==> src/rtl/pca_pkg.sv <==
package pca_pkg;
  typedef struct packed {
    logic clearAll;
    logic sampleStb;
    logic readStb;
  } pcaStrobes_t;

  typedef enum logic [1:0] {
    ST_IDLE = 2'd0,
    ST_RUN  = 2'd1,
    ST_DONE = 2'd2
  } pcaState_t;
endpackage

==> src/rtl/pca_ctrl.sv <==
module pca_ctrl
  import pca_pkg::*;
#(
  parameter int WINDOW = 8191
) (
  input  logic        clk,
  input  logic        rstN,
  input  logic        startPulse,
  input  logic        sampleEn,
  input  logic        readEn,
  output pcaStrobes_t strobes,
  output logic        busy,
  output logic        done
);
  localparam int WIN_W = $clog2(WINDOW + 1);

  pcaState_t        state;
  logic [WIN_W-1:0] winCnt;
  logic             lastSample;

  always_comb begin
    strobes.clearAll  = startPulse && (state != ST_RUN);
    strobes.sampleStb = (state == ST_RUN) && sampleEn;
    strobes.readStb   = (state == ST_DONE) && readEn && !startPulse;
    lastSample        = strobes.sampleStb && (winCnt == WIN_W'(WINDOW - 1));
  end

  always_ff @(posedge clk or negedge rstN) begin
    if (!rstN) begin
      state  <= ST_IDLE;
      winCnt <= '0;
    end else if (strobes.clearAll) begin
      state  <= ST_RUN;
      winCnt <= '0;
    end else if (strobes.sampleStb) begin
      winCnt <= winCnt + 1'b1;
      if (lastSample) state <= ST_DONE;
    end
  end

  assign busy = (state == ST_RUN);
  assign done = (state == ST_DONE);

  assert_window_end_R4: assert property (@(posedge clk) disable iff (!rstN)
    lastSample |=> (done && !busy));

  assert_sample_advance_R4: assert property (@(posedge clk) disable iff (!rstN)
    (strobes.sampleStb && !lastSample) |=> (winCnt == $past(winCnt) + 1'b1));

  assert_window_holds_R6: assert property (@(posedge clk) disable iff (!rstN)
    (busy && !lastSample) |=> busy);

  assert_done_holds_R9: assert property (@(posedge clk) disable iff (!rstN)
    (done && !startPulse) |=> done);
endmodule

==> src/rtl/pca_datapath.sv <==
module pca_datapath
  import pca_pkg::*;
#(
  parameter int NUM_LAGS = 16,
  parameter int CNT_W    = 13
) (
  input  logic        clk,
  input  logic        rstN,
  input  pcaStrobes_t strobes,
  input  logic        sigA,
  input  logic        sigB,
  output logic        rawBit
);
  localparam int LAG_W = (NUM_LAGS > 1) ? $clog2(NUM_LAGS) : 1;
  localparam int BIT_W = (CNT_W > 1) ? $clog2(CNT_W) : 1;

  logic [NUM_LAGS-1:0] shReg;
  logic [NUM_LAGS-1:0] agree;
  logic [CNT_W-1:0]    lagCnt [NUM_LAGS];
  logic [LAG_W-1:0]    lagIdx;
  logic [BIT_W-1:0]    bitIdx;
  logic [BIT_W-1:0]    bitSel;
  logic [CNT_W-1:0]    curWord;

  // delay line: bit k holds sigA from k+1 qualified samples ago
  always_ff @(posedge clk or negedge rstN) begin
    if (!rstN)                  shReg <= '0;
    else if (strobes.clearAll)  shReg <= '0;
    else if (strobes.sampleStb) shReg <= {shReg[NUM_LAGS-2:0], sigA};
  end

  for (genvar k = 0; k < NUM_LAGS; k++) begin : g_lag
    assign agree[k] = ~(shReg[k] ^ sigB);

    always_ff @(posedge clk or negedge rstN) begin
      if (!rstN)                                lagCnt[k] <= '0;
      else if (strobes.clearAll)                lagCnt[k] <= '0;
      else if (strobes.sampleStb && agree[k])   lagCnt[k] <= lagCnt[k] + 1'b1;
    end

    assert_cnt_step_R5: assert property (@(posedge clk) disable iff (!rstN)
      !strobes.clearAll |=> ((lagCnt[k] == $past(lagCnt[k])) ||
                             (lagCnt[k] == $past(lagCnt[k]) + 1'b1)));

    assert_cnt_clear_R2: assert property (@(posedge clk) disable iff (!rstN)
      strobes.clearAll |=> (lagCnt[k] == '0));
  end

  // serial readout pointer
  always_ff @(posedge clk or negedge rstN) begin
    if (!rstN) begin
      lagIdx <= '0;
      bitIdx <= '0;
    end else if (strobes.clearAll) begin
      lagIdx <= '0;
      bitIdx <= '0;
    end else if (strobes.readStb) begin
      if (bitIdx == BIT_W'(CNT_W - 1)) begin
        bitIdx <= '0;
        lagIdx <= (lagIdx == LAG_W'(NUM_LAGS - 1)) ? '0 : lagIdx + 1'b1;
      end else begin
        bitIdx <= bitIdx + 1'b1;
      end
    end
  end

  always_comb begin
    bitSel  = BIT_W'(CNT_W - 1) - bitIdx;
    curWord = lagCnt[lagIdx];
    rawBit  = curWord[bitSel];
  end

  assert_shift_in_R3: assert property (@(posedge clk) disable iff (!rstN)
    strobes.sampleStb |=> (shReg[0] == $past(sigA)));

  assert_line_clear_R2: assert property (@(posedge clk) disable iff (!rstN)
    strobes.clearAll |=> (shReg == '0));

  assert_read_wrap_R7: assert property (@(posedge clk) disable iff (!rstN)
    (strobes.readStb && lagIdx == LAG_W'(NUM_LAGS - 1) && bitIdx == BIT_W'(CNT_W - 1))
      |=> (lagIdx == '0 && bitIdx == '0));

  assert_read_idle_R8: assert property (@(posedge clk) disable iff (!rstN)
    (!strobes.readStb && !strobes.clearAll) |=> ($stable(lagIdx) && $stable(bitIdx)));
endmodule

==> src/rtl/pol_corr_top.sv <==
module pol_corr_top
  import pca_pkg::*;
#(
  parameter int NUM_LAGS = 16,
  parameter int CNT_W    = 13
) (
  input  logic clk,
  input  logic rstN,
  input  logic startPulse,
  input  logic sampleEn,
  input  logic sigA,
  input  logic sigB,
  input  logic readEn,
  output logic busy,
  output logic done,
  output logic dataOut
);
  localparam int WINDOW = (2 ** CNT_W) - 1;

  pcaStrobes_t strobes;
  logic        rawBit;

  pca_ctrl #(.WINDOW(WINDOW)) u_ctrl (
    .clk(clk), .rstN(rstN), .startPulse(startPulse), .sampleEn(sampleEn),
    .readEn(readEn), .strobes(strobes), .busy(busy), .done(done)
  );

  pca_datapath #(.NUM_LAGS(NUM_LAGS), .CNT_W(CNT_W)) u_dp (
    .clk(clk), .rstN(rstN), .strobes(strobes), .sigA(sigA), .sigB(sigB),
    .rawBit(rawBit)
  );

  assign dataOut = done & rawBit;

  assert_out_quiet_R7: assert property (@(posedge clk) disable iff (!rstN)
    !done |-> !dataOut);
endmodule

==> config.mk <==
export PLATFORM = sky130hd
export DESIGN_NAME = pol_corr_top
export DESIGN_NICKNAME = d
export VERILOG_FILES = /design/src/rtl/pca_pkg.sv /design/src/rtl/pca_ctrl.sv /design/src/rtl/pca_datapath.sv /design/src/rtl/pol_corr_top.sv
export SDC_FILE = /design/constraint.sdc
export NUM_CORES = 1
export LEC_CHECK = 0
export BUFFER_PORTS_ARGS = -buffer_cell sky130_fd_sc_hd__buf_4
export CAP_MARGIN = 25
export CORE_UTILIZATION = 43
export CTS_BUF_LIST = sky130_fd_sc_hd__clkbuf_8
export DETAILED_ROUTE_END_ITERATION = 10
export RECOVER_POWER = 25
export SETUP_SLACK_MARGIN = 0.3
export SYNTH_ARGS = -nofsm -noshare
export SYNTH_HDL_FRONTEND = slang
export SYNTH_SLANG_ARGS = --single-unit
==> constraint.sdc <==
create_clock -name clk -period 2.4 [get_ports clk]
set_input_delay 0 -clock clk [delete_from_list [all_inputs] [get_ports clk]]
set_output_delay 0 -clock clk [all_outputs]
set_load 0.02 [all_outputs]
==> impl_metrics.py <==
metrics = {
    "critical_path": {
        "max_stage_delay_ns": 0.48,
        "crit_family": "multiplexers",
        "crit_required_ns": 2.40,
        "critPathKind": "register to output pin",
        "crit_arrival_ns": 2.96,
        "worstPathCellList": "buf_12 -> buf_4 -> mux2i_1 -> mux4_2 -> a311oi_2 -> nor4_1 -> and3_4 -> nor4_4 -> buf_4",
        "path_buf_inv": 3,
        "end_kind": "output pin",
        "critical_path_peak_fanout": 13,
        "crit_path_frequent_cell": "buf_4",
        "cpMaxStageDelayCell": "mux4_2",
        "start_kind": "register",
    },
    "sta": {
        "finalSetupTns_ns": -0.556,
        "slew_violations": 36,
        "grt_setup_unrepaired": "yes",
        "finalHoldViolCount": 0,
        "setup_violations": 1,
        "fin_worst_skew_ns": 0.0255,
        "finalCriticalPeriod_ns": 2.96,
        "fin_crit_sh_pct": 123,
        "fin_ws_ns": -0.556,
        "worst_pin_slew_ns": 2.03,
        "timing.fmax_mhz": 338,
        "max_slew_margin_pct": -35.3,
    },
    "synth": {
        "syn_inst": 1343,
        "synth_top_area_share_pct": 45.3,
        "yosysSeqAreaShare_pct": 45.3,
        "syn_area_per_cell_um2": 10.2,
        "synthFlopType": "dfrtp_1",
        "synth_area_um2": 13600,
        "synthTopCellsByArea": "dfrtp_1, xor2_1, nor2_1",
        "yosys.area.top_type": "dfrtp_1",
        "synthTopCellsByCount": "dfrtp_1, nor2_1, nand2_1",
        "synth_edf_count": 0,
        "ys_seq_elements": 247,
        "async_reset_ff_share_pct": 100,
        "yosysMostFrequentCell": "dfrtp_1",
        "synth_nets": 1371,
        "ys_types": 59,
        "ys_warn_count": 0,
    },
    "pwr": {
        "p_clk_share_pct": 37.1,
        "seqPwrFrac_pct": 47.5,
        "swShare_pct": 31.3,
        "power_density_nw_per_um2": 749,
        "leakagePower_uw": 0.00699,
        "p_comb_share_pct": 15.4,
        "switchingPower_uw": 3700,
        "internal-power_uw": 8130,
        "max-vdd-ir-drop_uv": 645,
        "p_total_uw": 11800,
    },
    "global_routing": {
        "grt_pass1_wl_mm": 56.9,
        "overflow": 0,
        "track_usage_pct": 22.4,
        "grt_pass1_vias": 10200,
        "grt_max_degree": 88,
        "antenna_found_initial": 0,
    },
    "cts": {
        "clkTransAtPathRegs_ns": 0.06,
        "clk_latency_ns": 0.59,
        "htreeDepth": 2,
        "cts_buffer_depth": 3,
        "cts_root_buffer": "clkbuf_8",
        "clock_sinks": 247,
        "cts_tree": "yes",
        "cts_buffers": 44,
    },
    "final_layout": {
        "seq_area_um2": 6180,
        "area_growth_pct": 15.7,
        "multi_input_area_um2": 7260,
        "drive_above_1_share_pct": 16.6,
        "fin_util_pct": 51.1,
        "diodes": 0,
        "fillCellCount": 2852,
        "nets": 1449,
    },
    "floorplanning": {
        "io-pin-count": 10,
        "initial_utilization_pct": 44.2,
        "die_w_um": 180,
        "die_area_um2": 32500,
        "rows": 64,
        "die_y_um": 180,
        "core_area_um2": 30900,
    },
    "status": {
        "status": "finished, violations left",
        "violations": "capacitance limit, slew limit, setup timing",
    },
    "route": {
        "wirelength_mm": 35.8,
        "post_drt_wl_per_cell_um": 19.3,
        "drt_iter0_drc": 860,
        "firstDrtPassIters": 5,
        "drtAntennaViolNets": 0,
        "vias": 10500,
        "via_per_inst": 5.67,
        "drc": 0,
    },
    "place": {
        "routabilityCongestion": 0.898,
        "hpwl_mm": 25.3,
        "io_buffers": 9,
    },
    "job": {
        "cap_viol_max_count": 1,
    },
    "min_path": {
        "hp-class": "input port to register",
    },
}
[placed cells by master, fill, tap and decap left out, types with 3 or more instances in the layout]
cell type and instances:
nand2_1 119, nor4_1 3, o21ai_1 3, nand3b_1 5, a22o_1 19, o2111ai_1 4
a21oi_1 46, mux4_1 14, clkbuf_8 62, dfrtp_1 245, ha_1 20, and2_1 10
and3_1 33, o21ai_0 63, and4_1 7, mux4_2 36, nor2_2 4, dlygate4sd3_1 5
nor3_1 17, nand4_1 36, o211a_1 5, a22oi_1 5, clkinv_2 4, o2111ai_2 4
nand2b_1 4, nor2b_1 10, nand3_1 57, mux2_2 11, inv_1 31, xnor2_1 53
xor2_1 117, buf_4 73, buf_12 6, mux2i_1 20, clkbuf_1 4, nor2_1 202
or3_1 40
[path summary, 6_finish.rpt]
check / endpoint / cells after the start / from / slack [ns]
worst max-delay path: dataOut / 9 / u_dp.lagIdx[0]$_DFFE_PN0P_ / -0.56
worst min-delay path: u_dp.lagCnt[53]$_DFFE_PN0P_ / 5 / sigB / 0.12
worst max register to register: u_dp.bitIdx[3]$_DFFE_PN0P_ / 5 / u_ctrl.state[0]$_DFFE_PN0P_ / 0.34
worst min register to register: u_dp.lagCnt[0]$_DFFE_PN0P_ / 1 / u_dp.lagCnt[0]$_DFFE_PN0P_ / 0.53
max in group asynchronous: u_dp.lagCnt[14]$_DFFE_PN0P_ / 3 / rstN / 0.15
min in group asynchronous: u_dp.lagCnt[43]$_DFFE_PN0P_ / 3 / rstN / 0.63
[tightest hold or removal path, stage by stage]
cell and delay, ns:
buf_4 0.21, xor2_1 0.22, nor2_1 0.11, nand2_1 0.07
nand2_1 0.04
[power by group through the flow]
stage	Clock (uW)	Sequential, uW	Combinational, uW
4_1_cts	4500	5580	1820
2_1_floorplan	0	5300	1280
3_3_place_gp	0	5620	1740
3_5_place_dp	0	5630	1790
6_report	4390	5610	1820
5_1_grt	4710	5680	2070
[registers in the layout (all words and copies together), names as in the netlist]
signal and cells:
u_dp.bitIdx 4, u_dp.lagIdx 4, u_ctrl.winCnt 13, u_dp.shReg 16
u_dp.lagCnt 208, u_ctrl.state 2
[per-stage QoR]
step | std cells | area, um^2 | hold WS [ns] | worst slack, ns
6_report | 1851 | 15800 | 0.121 | -0.556
5_1_grt | 1851 | 15800 | 0.154 | -0.616
4_1_cts | 1844 | 15700 | 0.0107 | -0.555
3_5_place_dp | 1756 | 14600 | -0.0849 | -0.0712
3_3_place_gp | 1756 | 14600 | -0.0885 | -0.0282
2_1_floorplan | 1343 | 13700 | -0.296 | 0.205
[metal layers]
metal  track usage, %  up-vias  routed length (um)  part of all wire, %
met1             32.1     5257               16800                   47
met4             6.74        0                 797                  2.2
li1                 -     4920                   -                    -
met2             34.6      262               16100                   45
met3             4.08       56                2020                  5.6
met5                0        -                   0                    0
[logic make-up (layout without fill, tap and decap cells)]
| kind of cell | count (synthesis) | count (layout) | share of synthesized area (%) |
|---|---|---|---|
| AO/OA/AOI/OAI | 171 | 171 | 7.80 |
| buffers and inverters | 82 | 193 | 2.89 |
| XOR/XNOR | 171 | 171 | 11.0 |
| AND/OR/NAND/NOR | 570 | 571 | 20.0 |
| flip-flops | 247 | 247 | 45.3 |
| multiplexers | 81 | 81 | 11.2 |
| adder cells (fa/ha/maj) | 21 | 21 | 1.93 |
[layout make-up]
cell class              count  area share, %
clock buffers              62           5.40
clock inverters            18          0.967
inverters                  23          0.578
multi-input cells        1015           46.0
flip-flops and latches    247           39.2
well taps                 396           3.14
repair buffers             90           4.74
[repair_timing]
item,4_1_cts,5_1_grt
endpoints found under the hold margin,260,0
buffers inserted,2,6
pin swaps,1,4
gates cloned,0,1
hold buffers,6,0
setup endpoints to repair,18,71
resized for setup,19,24
Note: power is estimated with default switching activity, not from simulation.
